==> config.mk <==
export PLATFORM = sky130hd
export DESIGN_NAME = llsc_reservation_monitor
export DESIGN_NICKNAME = d
export VERILOG_FILES = /design/src/rtl/llsc_pkg.sv /design/src/rtl/llsc_ctx_decode.sv /design/src/rtl/llsc_line_bank.sv /design/src/rtl/llsc_resp_reg.sv /design/src/rtl/llsc_reservation_monitor.sv
export SDC_FILE = /design/constraint.sdc
export NUM_CORES = 1
export LEC_CHECK = 0
export BUFFER_PORTS_ARGS = -buffer_cell sky130_fd_sc_hd__buf_2
export CORE_MARGIN = 2
export CORE_UTILIZATION = 25
export DETAILED_ROUTE_END_ITERATION = 10
export GPL_TIMING_DRIVEN = 0
export PLACE_DENSITY = 0.44
export SYNTH_ARGS = -nofsm -noshare
export SYNTH_HDL_FRONTEND = slang
export SYNTH_SLANG_ARGS = --single-unit
export TNS_END_PERCENT = 10
==> constraint.sdc <==
create_clock -name clk -period 3.1 [get_ports clk]
set_clock_uncertainty 0.2 [all_clocks]
set_input_delay 0.31 -clock clk [delete_from_list [all_inputs] [get_ports clk]]
set_output_delay 0.31 -clock clk [all_outputs]
set_load 0.02 [all_outputs]
==> src/rtl/llsc_pkg.sv <==
package llsc_pkg;

    typedef enum logic [1:0] {
        K_LOAD_LINK  = 2'd0,
        K_STORE      = 2'd1,
        K_STORE_COND = 2'd2,
        K_RESERVED   = 2'd3
    } req_kind_e;

    typedef struct packed {
        logic valid;
        logic sc_ok;
        logic wr_en;
    } resp_t;

    function automatic int idx_width(input int n);
        return (n > 1) ? $clog2(n) : 1;
    endfunction

    function automatic int ctx_total(input int cpus, input int threads);
        return cpus * threads;
    endfunction

endpackage

==> src/rtl/llsc_ctx_decode.sv <==
module llsc_ctx_decode
    import llsc_pkg::*;
#(
    parameter int CPUS    = 4,
    parameter int THREADS = 2,
    parameter int CPU_W   = idx_width(CPUS),
    parameter int THR_W   = idx_width(THREADS),
    parameter int CTX     = ctx_total(CPUS, THREADS)
) (
    input  logic [CPU_W-1:0] cpu,
    input  logic [THR_W-1:0] thread,
    output logic [CTX-1:0]   ctx_mask
);

    // One bit per context, laid out as cpu*THREADS + thread.
    always_comb begin
        for (int i = 0; i < CTX; i++) begin
            ctx_mask[i] = (cpu == CPU_W'(i / THREADS)) &&
                          (thread == THR_W'(i % THREADS));
        end
    end

endmodule

==> src/rtl/llsc_line_bank.sv <==
module llsc_line_bank #(
    parameter int CTX = 8
) (
    input  logic           clk,
    input  logic           rst,
    input  logic           set_en,
    input  logic [CTX-1:0] set_mask,
    input  logic           clr,
    output logic [CTX-1:0] resv
);

    always_ff @(posedge clk) begin
        if (rst) begin
            resv <= '0;
        end else if (clr) begin
            resv <= '0;
        end else if (set_en) begin
            resv <= resv | set_mask;
        end
    end


    reset_empty_chk: assert property (@(posedge clk) disable iff (rst)
        $fell(rst) |-> resv == '0);


    clear_all_chk: assert property (@(posedge clk) disable iff (rst)
        clr |=> resv == '0);


    set_holds_chk: assert property (@(posedge clk) disable iff (rst)
        (set_en && !clr) |=> ((resv & $past(set_mask)) == $past(set_mask)));


    idle_stable_chk: assert property (@(posedge clk) disable iff (rst)
        (!set_en && !clr) |=> $stable(resv));

endmodule

==> src/rtl/llsc_resp_reg.sv <==
module llsc_resp_reg
    import llsc_pkg::*;
(
    input  logic clk,
    input  logic rst,
    input  logic is_store,
    input  logic is_cond,
    input  logic pass,
    output resp_t resp
);

    always_ff @(posedge clk) begin
        if (rst) begin
            resp <= '0;
        end else begin
            resp.valid <= is_store;
            resp.sc_ok <= is_store && is_cond && pass;
            resp.wr_en <= is_store && (!is_cond || pass);
        end
    end


    ok_needs_wr_chk: assert property (@(posedge clk) disable iff (rst)
        resp.sc_ok |-> (resp.wr_en && resp.valid));


    plain_store_wr_chk: assert property (@(posedge clk) disable iff (rst)
        (is_store && !is_cond) |=> (resp.wr_en && !resp.sc_ok));

endmodule

==> src/rtl/llsc_reservation_monitor.sv <==
module llsc_reservation_monitor
    import llsc_pkg::*;
#(
    parameter int LINES   = 8,
    parameter int CPUS    = 4,
    parameter int THREADS = 2
) (
    input  logic                           clk,
    input  logic                           rst,
    input  logic                           req_valid,
    input  logic [1:0]                     req_kind,
    input  logic [idx_width(LINES)-1:0]    req_line,
    input  logic [idx_width(CPUS)-1:0]     req_cpu,
    input  logic [idx_width(THREADS)-1:0]  req_thread,
    input  logic                           inv_valid,
    input  logic [idx_width(LINES)-1:0]    inv_line,
    output logic                           resp_valid,
    output logic                           resp_sc_ok,
    output logic                           resp_wr_en
);

    localparam int LINE_W = idx_width(LINES);
    localparam int CPU_W  = idx_width(CPUS);
    localparam int THR_W  = idx_width(THREADS);
    localparam int CTX    = ctx_total(CPUS, THREADS);

    req_kind_e kind;
    logic      is_ll, is_store, is_cond;
    logic      inv_same_line;
    logic [CTX-1:0]   ctx_mask;
    logic [LINES-1:0] line_hit;
    logic             pass;
    resp_t            resp;

    assign kind          = req_kind_e'(req_kind);
    assign is_ll         = req_valid && (kind == K_LOAD_LINK);
    assign is_cond       = req_valid && (kind == K_STORE_COND);
    assign is_store      = req_valid && ((kind == K_STORE) || (kind == K_STORE_COND));
    assign inv_same_line = inv_valid && (inv_line == req_line);

    llsc_ctx_decode #(
        .CPUS    (CPUS),
        .THREADS (THREADS),
        .CPU_W   (CPU_W),
        .THR_W   (THR_W),
        .CTX     (CTX)
    ) ctx_dec_i (
        .cpu      (req_cpu),
        .thread   (req_thread),
        .ctx_mask (ctx_mask)
    );

    for (genvar g = 0; g < LINES; g++) begin : g_line
        logic           sel_req;
        logic           sel_inv;
        logic           set_en;
        logic           clr;
        logic [CTX-1:0] resv;

        assign sel_req = req_valid && (req_line == LINE_W'(g));
        assign sel_inv = inv_valid && (inv_line == LINE_W'(g));
        // An invalidate on the same line overrides a load-linked.
        assign set_en  = sel_req && is_ll && !sel_inv;
        assign clr     = sel_inv || (sel_req && is_store);

        llsc_line_bank #(
            .CTX (CTX)
        ) bank_i (
            .clk      (clk),
            .rst      (rst),
            .set_en   (set_en),
            .set_mask (ctx_mask),
            .clr      (clr),
            .resv     (resv)
        );

        assign line_hit[g] = sel_req && |(resv & ctx_mask);
    end

    // An invalidate that collides with the store kills the reservation first.
    assign pass = (|line_hit) && !inv_same_line;

    llsc_resp_reg resp_i (
        .clk      (clk),
        .rst      (rst),
        .is_store (is_store),
        .is_cond  (is_cond),
        .pass     (pass),
        .resp     (resp)
    );

    assign resp_valid = resp.valid;
    assign resp_sc_ok = resp.sc_ok;
    assign resp_wr_en = resp.wr_en;


    resp_follows_store_chk: assert property (@(posedge clk) disable iff (rst)
        is_store |=> resp_valid);


    no_resp_otherwise_chk: assert property (@(posedge clk) disable iff (rst)
        !is_store |=> (!resp_valid && !resp_sc_ok && !resp_wr_en));


    inv_beats_sc_chk: assert property (@(posedge clk) disable iff (rst)
        (is_cond && inv_same_line) |=> (!resp_sc_ok && !resp_wr_en));


    reserved_quiet_chk: assert property (@(posedge clk) disable iff (rst)
        (req_valid && kind == K_RESERVED) |=> !resp_valid);

endmodule

==> impl_metrics.yaml, run 1 <==
routing:
  first_pass_iters: 8
  routedWlPerCell_um: 17.5
  vias_per_cell: 5.01
  num_vias: 2498
  drc: 2
  routed_wl_mm: 8.72
  drtIter0Drc: 207
  ant_nets: 0
die:
  die_h_um: 113
  core_area_sq_um: 11500
  rows: 39
  ios: 18
  initial_utilization: 0.259
  die-area_sq_um: 12800
  die_w_um: 113
cells_and_area:
  layout_commonest_cell: "nor2_1"
  drive_gt1_frac: 0.143
  final_area_sq_um: 3590
  antennaDiodeCount: 0
  nFillCells: 1220
  nets: 368
  layout_common_cells: "nor2_1, dfxtp_1, a21oi_1, buf_2, clkbuf_1"
  syn2layout_area_growth_pct: 20.2
  fin_util: 0.311
worst_setup_path:
  worstSetupEndpointType: "flip-flop"
  cp.arrival_ns: 2.06
  crit_type: "input pin to flip-flop"
  crit_fanout: 10
  reg2regPathDepth: 5
  cp-start-kind: "input pin"
  required_ns: 3.10
sta:
  finalCriticalPeriod_ns: 2.06
  setup_viol: 0
  max_freq_ghz: 0.486
  rsz0062_at_grt: "false"
  finalHoldViolCount: 0
  worst_slack_ns: 1.04
  finalMaxSlewViolations: 0
  finalSetupTns_ns: 0
  slew_headroom: 0.322
  worstMarginPinSlew_ns: 1.01
  post-route-period-util: 0.664
worst_hold_path:
  hold_path_class: "input pin to flip-flop"
  hold_depth: 2
global_route:
  grt_pass1_vias: 2362
  grt_pass1_wl_mm: 13.6
  grt_usage: 0.142
  grt-ovfl-total: 0
  grt_max_degree: 12
  grt.met3_usage: 0.0370
  gr-max-usage-layer: "met2"
  antenna_found_initial: 0
  grtUsageMet2: 0.211
  use_met1: 0.200
cts:
  cts_max_level: 3
  numCtsBuffers: 9
  cts_root_buffer: "clkbuf_16"
  cts_setup_buffers: 0
  clock_latency_ns: 0.33
  clock-sinks: 67
  cts_max_path_buffers: 2
  cts_resized: 0
  cts_tree: "yes"
  ctsHoldBuffers: 0
  path_clk_slew_ns: 0.05
placement:
  dp_hpwl_mm: 5.92
  place_ws_ns: 0.735
  place.gp.congestion: 0.805
  post_dp_cell_area_sq_um: 3250
  port_buffers: 13
yosys:
  synth_top_area_cell: "dfxtp_1"
  synth-async-reset-ratio: 0
  synth_cells: 327
  ys_warn_count: 0
  synthFlopType: "dfxtp_1"
  ys_ff_latch: 67
  synth.net_count: 344
  synth_area_sq_um: 2980
  seq_area_frac_synth: 0.450
  synth_edf_count: 0
  syn_area_per_cell_sq_um: 9.12
  yosysTopAreaCellShare: 0.450
  synth_cell_type_count: 44
  netlist_top_cells_area: "dfxtp_1, a21oi_1, nor2_1"
power_and_ir_drop:
  swShare: 0.217
  powerDensity_nw_per_um2: 598
  power_uw: 2150
  intPower_uw: 1680
  leakagePower_uw: 0.00137
  power_switching_uw: 465
  clkPwrFrac: 0.528
  seqPwrFrac: 0.403
  comb_power_share: 0.068
  ir_worst_vdd_uv: 189
status:
  status: "finished with violations"
  violations: "design-rule violations"
job:
  cap_violations: 0
[metrics by stage]
stage,hold WS (ns),cells
3_5_place_dp,0.253,483
2_1_floorplan,0.216,327
3_3_place_gp,0.242,483
5_1_grt,0.0767,499
4_1_cts,0.0499,499
6_report,0.0598,499
[cell families after synthesis]
family          Yosys count  synth area share
compound gates           85             0.163
xor+xnor                  3           0.00881
fa+ha+maj                 2           0.00839
buf+inv                  25            0.0449
flops                    67             0.450
mux                      14             0.107
simple gates            131             0.219
[power groups by stage]
stage / clock network [uW] / logic (uW) / registers, uW
final: 1130 / 147 / 866
after global routing: 1190 / 159 / 865
after CTS: 1160 / 146 / 865
after detailed placement: 0 / 146 / 884
after global placement: 0 / 144 / 884
after floorplan: 0 / 86.7 / 886
[layout make-up]
| cell class | count | area, sq um | share of cell area |
|---|---|---|---|
| clock inverter | 3 | 68.8 | 0.0192 |
| tap | 143 | 179 | 0.0499 |
| timing repair buffer | 13 | 65.1 | 0.0181 |
| multi-input combinational | 235 | 1530 | 0.426 |
| sequential | 67 | 1340 | 0.374 |
| buffer | 21 | 119 | 0.0331 |
| inverter | 4 | 15.0 | 0.00419 |
| clock buffer | 13 | 270 | 0.0754 |
[worst paths after layout]
kind,endpoint,slack (ns),startpoint
worst max-delay path,resp_i.resp[0],1.04,req_cpu[0]
worst min-delay path,resp_i.resp[1],0.06,inv_valid
worst max register to register,resp_i.resp[0],1.13,g_line[6].bank_i.resv[7]
worst min register to register,g_line[7].bank_i.resv[5],0.26,g_line[7].bank_i.resv[5]
[synth_stat cells, drive strengths merged, types with 3 or more instances]
cell    instances
mux4           12
clkbuf         12
nor2           70
nand3b          4
and3            8
nand3          10
a21oi          66
nand2          12
inv             3
a221o           3
nor3            6
dfxtp          67
buf             9
o211ai          3
nor2b           5
or3             3
[flip-flops by register name (all words and copies together) (netlist names)]
register            count
resp_i.resp             3
g_line.bank_i.resv     64
[metal layers]
| layer | part of all wire | wire (um) |
|---|---|---|
| met1 | 0.50 | 4380 |
| met2 | 0.44 | 3810 |
| met3 | 0.049 | 430 |
| met4 | 0.012 | 104 |
| met5 | 0 | 0 |
[critical path, stage by stage]
cell	delay, ns
buf_2	0.19
buf_4	0.24
buf_4	0.23
mux4_2	0.34
nand3_1	0.11
o211ai_1	0.15
nor4_2	0.36
a21oi_1	0.13
Note: power is estimated with default switching activity, not from simulation.
==> run 2: changes to the inputs <==
- PLACE_DENSITY: 0.44 -> 0.45
- clock period: 3.1 -> 1.8 ns (I/O delays scaled with it)
==> run 2 against run 1 <==
Largest cell class unchanged. Worst setup slack worse by 1.1 ns. Critical endpoint unchanged. Sequential share of layout area up 0.065 points. Clock power rose by 58%. The flow finishes with violations (design-rule violations, negative setup slack). Register-to-register slack worse by 1.2 ns. Cell count increased by 0.40%. Critical path depth fell by 3. Final area is 0.17% lower. Die area did not move. Global-route usage increased by 0.80 points.
==> impl_metrics.yaml, run 2 (synthesis results as in run 1) <==
sta:
  rsz0062_at_grt: "true"
  finalCriticalPeriod_ns: 1.89
  setup_viol: 2
  worstMarginPinSlew_ns: 0.951
  post-route-period-util: 1.05
  timing.hold.ws_ns: 0.0526
  slew_headroom: 0.362
  max_freq_ghz: 0.530
  finalHoldViolCount: 0
  finalMaxSlewViolations: 0
  worst_slack_ns: -0.0868
power_and_ir_drop:
  power_uw: 3540
  powerDensity_nw_per_um2: 988
  swShare: 0.226
  intPower_uw: 2740
  leakagePower_uw: 0.00135
  power_switching_uw: 800
  ir_worst_vdd_uv: 388
  clkPwrFrac: 0.504
  comb_power_share: 0.075
  seqPwrFrac: 0.421
cells_and_area:
  drive_gt1_frac: 0.156
  finalNonFillerCells: 501
  regMostFlops: "g_line.bank_i.resv"
  largest_reg_flops: 64
  syn2layout_area_growth_pct: 20.0
  layout_common_cells: "nor2_1, dfxtp_1, a21oi_1, buf_2"
  layout_commonest_cell: "nor2_1"
  nets: 372
  largest_registers: "g_line.bank_i.resv x64, resp_i.resp x3"
  seq_area_sq_um: 1340
  final_area_sq_um: 3580
  nFillCells: 1210
  antennaDiodeCount: 0
  multiInputGateArea_sq_um: 1520
die:
  die_h_um: 113
  initial_utilization: 0.259
  ios: 18
  rows: 39
  die_w_um: 113
  die-area_sq_um: 12800
  core_area_sq_um: 11500
worst_setup_path:
  worst_path_largest_cell_delay_ns: 0.50
  required_ns: 1.80
  r2r_start: "g_line[1].bank_i.resv[7]"
  cp-start-kind: "flip-flop"
  reg2regPathDepth: 5
  cp_slowest_cell: "mux4_2"
  crit_fanout: 2
  crit_type: "flip-flop to flip-flop"
  cp.arrival_ns: 1.88
  path_depth: 5
  cp-startpoint: "g_line[1].bank_i.resv[7]"
  path_buf_inv: 0
  path_cells: "mux4_2, a22oi_2, o211ai_1, nor4_2, a21oi_1"
  worstSetupEndpointType: "flip-flop"
  reg2reg_slack_ns: -0.09
  reg2reg_to: "resp_i.resp[0]"
  crit_end: "resp_i.resp[0]"
  path_delay_family: "multiplexers"
status:
  violations: "design-rule violations, negative setup slack"
  status: "finished with violations"
cts:
  path_clk_slew_ns: 0.05
  clock-sinks: 67
  cts_setup_buffers: 0
  clock_latency_ns: 0.33
  cts_max_path_buffers: 2
  cts_max_level: 3
  cts_root_buffer: "clkbuf_16"
  cts_tree: "yes"
  numCtsBuffers: 9
placement:
  place.gp.congestion: 0.855
  post_dp_cell_area_sq_um: 3240
  dp_cells: 485
  dp_hpwl_mm: 6.07
  place_ws_ns: -0.684
  port_buffers: 13
worst_hold_path:
  hold_path_class: "input pin to flip-flop"
  hold_depth: 4
routing:
  ant_nets: 0
  drtIter0Drc: 149
  drc: 2
  vias_per_cell: 5.12
  num_vias: 2564
  first_pass_iters: 7
  routed_wl_mm: 9.10
  routedWlPerCell_um: 18.2
global_route:
  grt_pass1_wl_mm: 14.3
  grt_max_degree: 11
  grt-ovfl-total: 0
  grt_pass1_vias: 2456
  antenna_found_initial: 0
  grt_usage: 0.150
job:
  cap_violations: 0
## run 2: worst min-delay path by stage
stage                                         from                  endpoint  slack, ns
final                                    inv_valid            resp_i.resp[0]       0.05
after CTS                                inv_valid            resp_i.resp[0]       0.03
after global routing                   req_kind[1]            resp_i.resp[0]       0.06
after detailed placement  g_line[3].bank_i.resv[0]  g_line[3].bank_i.resv[0]       0.25
after floorplan                          inv_valid            resp_i.resp[1]       0.09
after global placement    g_line[7].bank_i.resv[7]  g_line[7].bank_i.resv[7]       0.24
## run 2: per-stage QoR
stage	util	TNS, ns
2_1_floorplan	-	0
4_1_cts	0.310	-0.0580
5_1_grt	0.311	-0.231
3_3_place_gp	0.280	-27.24
6_report	0.311	-0.119
3_5_place_dp	0.282	-15.58
## run 2: power groups by stage
stage	logic [uW]	registers (uW)	clock network (uW)
detailed placement	254	1520	0
global route	282	1490	1900
global placement	250	1520	0
CTS	262	1490	1830
floorplan	149	1530	0
finish	265	1490	1780
## run 2: tightest hold or removal path, delay by kind of cell
| family | cells | cell delay [ns] |
|---|---|---|
| AND/OR/NAND/NOR | 2 | 0.17 |
| AO/OA/AOI/OAI | 1 | 0.04 |
| buffers and inverters | 1 | 0.14 |
## run 2: routing by layer
| layer | part of all wire | GRT usage |
|---|---|---|
| met1 | 0.50 | 0.212 |
| met2 | 0.44 | 0.218 |
| met3 | 0.040 | 0.0359 |
| met4 | 0.019 | 0.0618 |
| met5 | 0 | 0 |
## run 2: timing repair
item,in CTS,in global routing
hold buffers,2,0
pin swaps,3,0
endpoints found under the hold margin,2,0
endpoints found under the setup margin,10,4
gates resized for setup,7,1
## run 2: area by class of cell
cell class,instances,share of cell area
multi-input combinational,235,0.425
inverter,4,0.00419
buffer,21,0.0343
clock inverter,2,0.00979
sequential,67,0.375
timing repair buffer,17,0.0273
clock buffer,12,0.0744
tap,143,0.0500
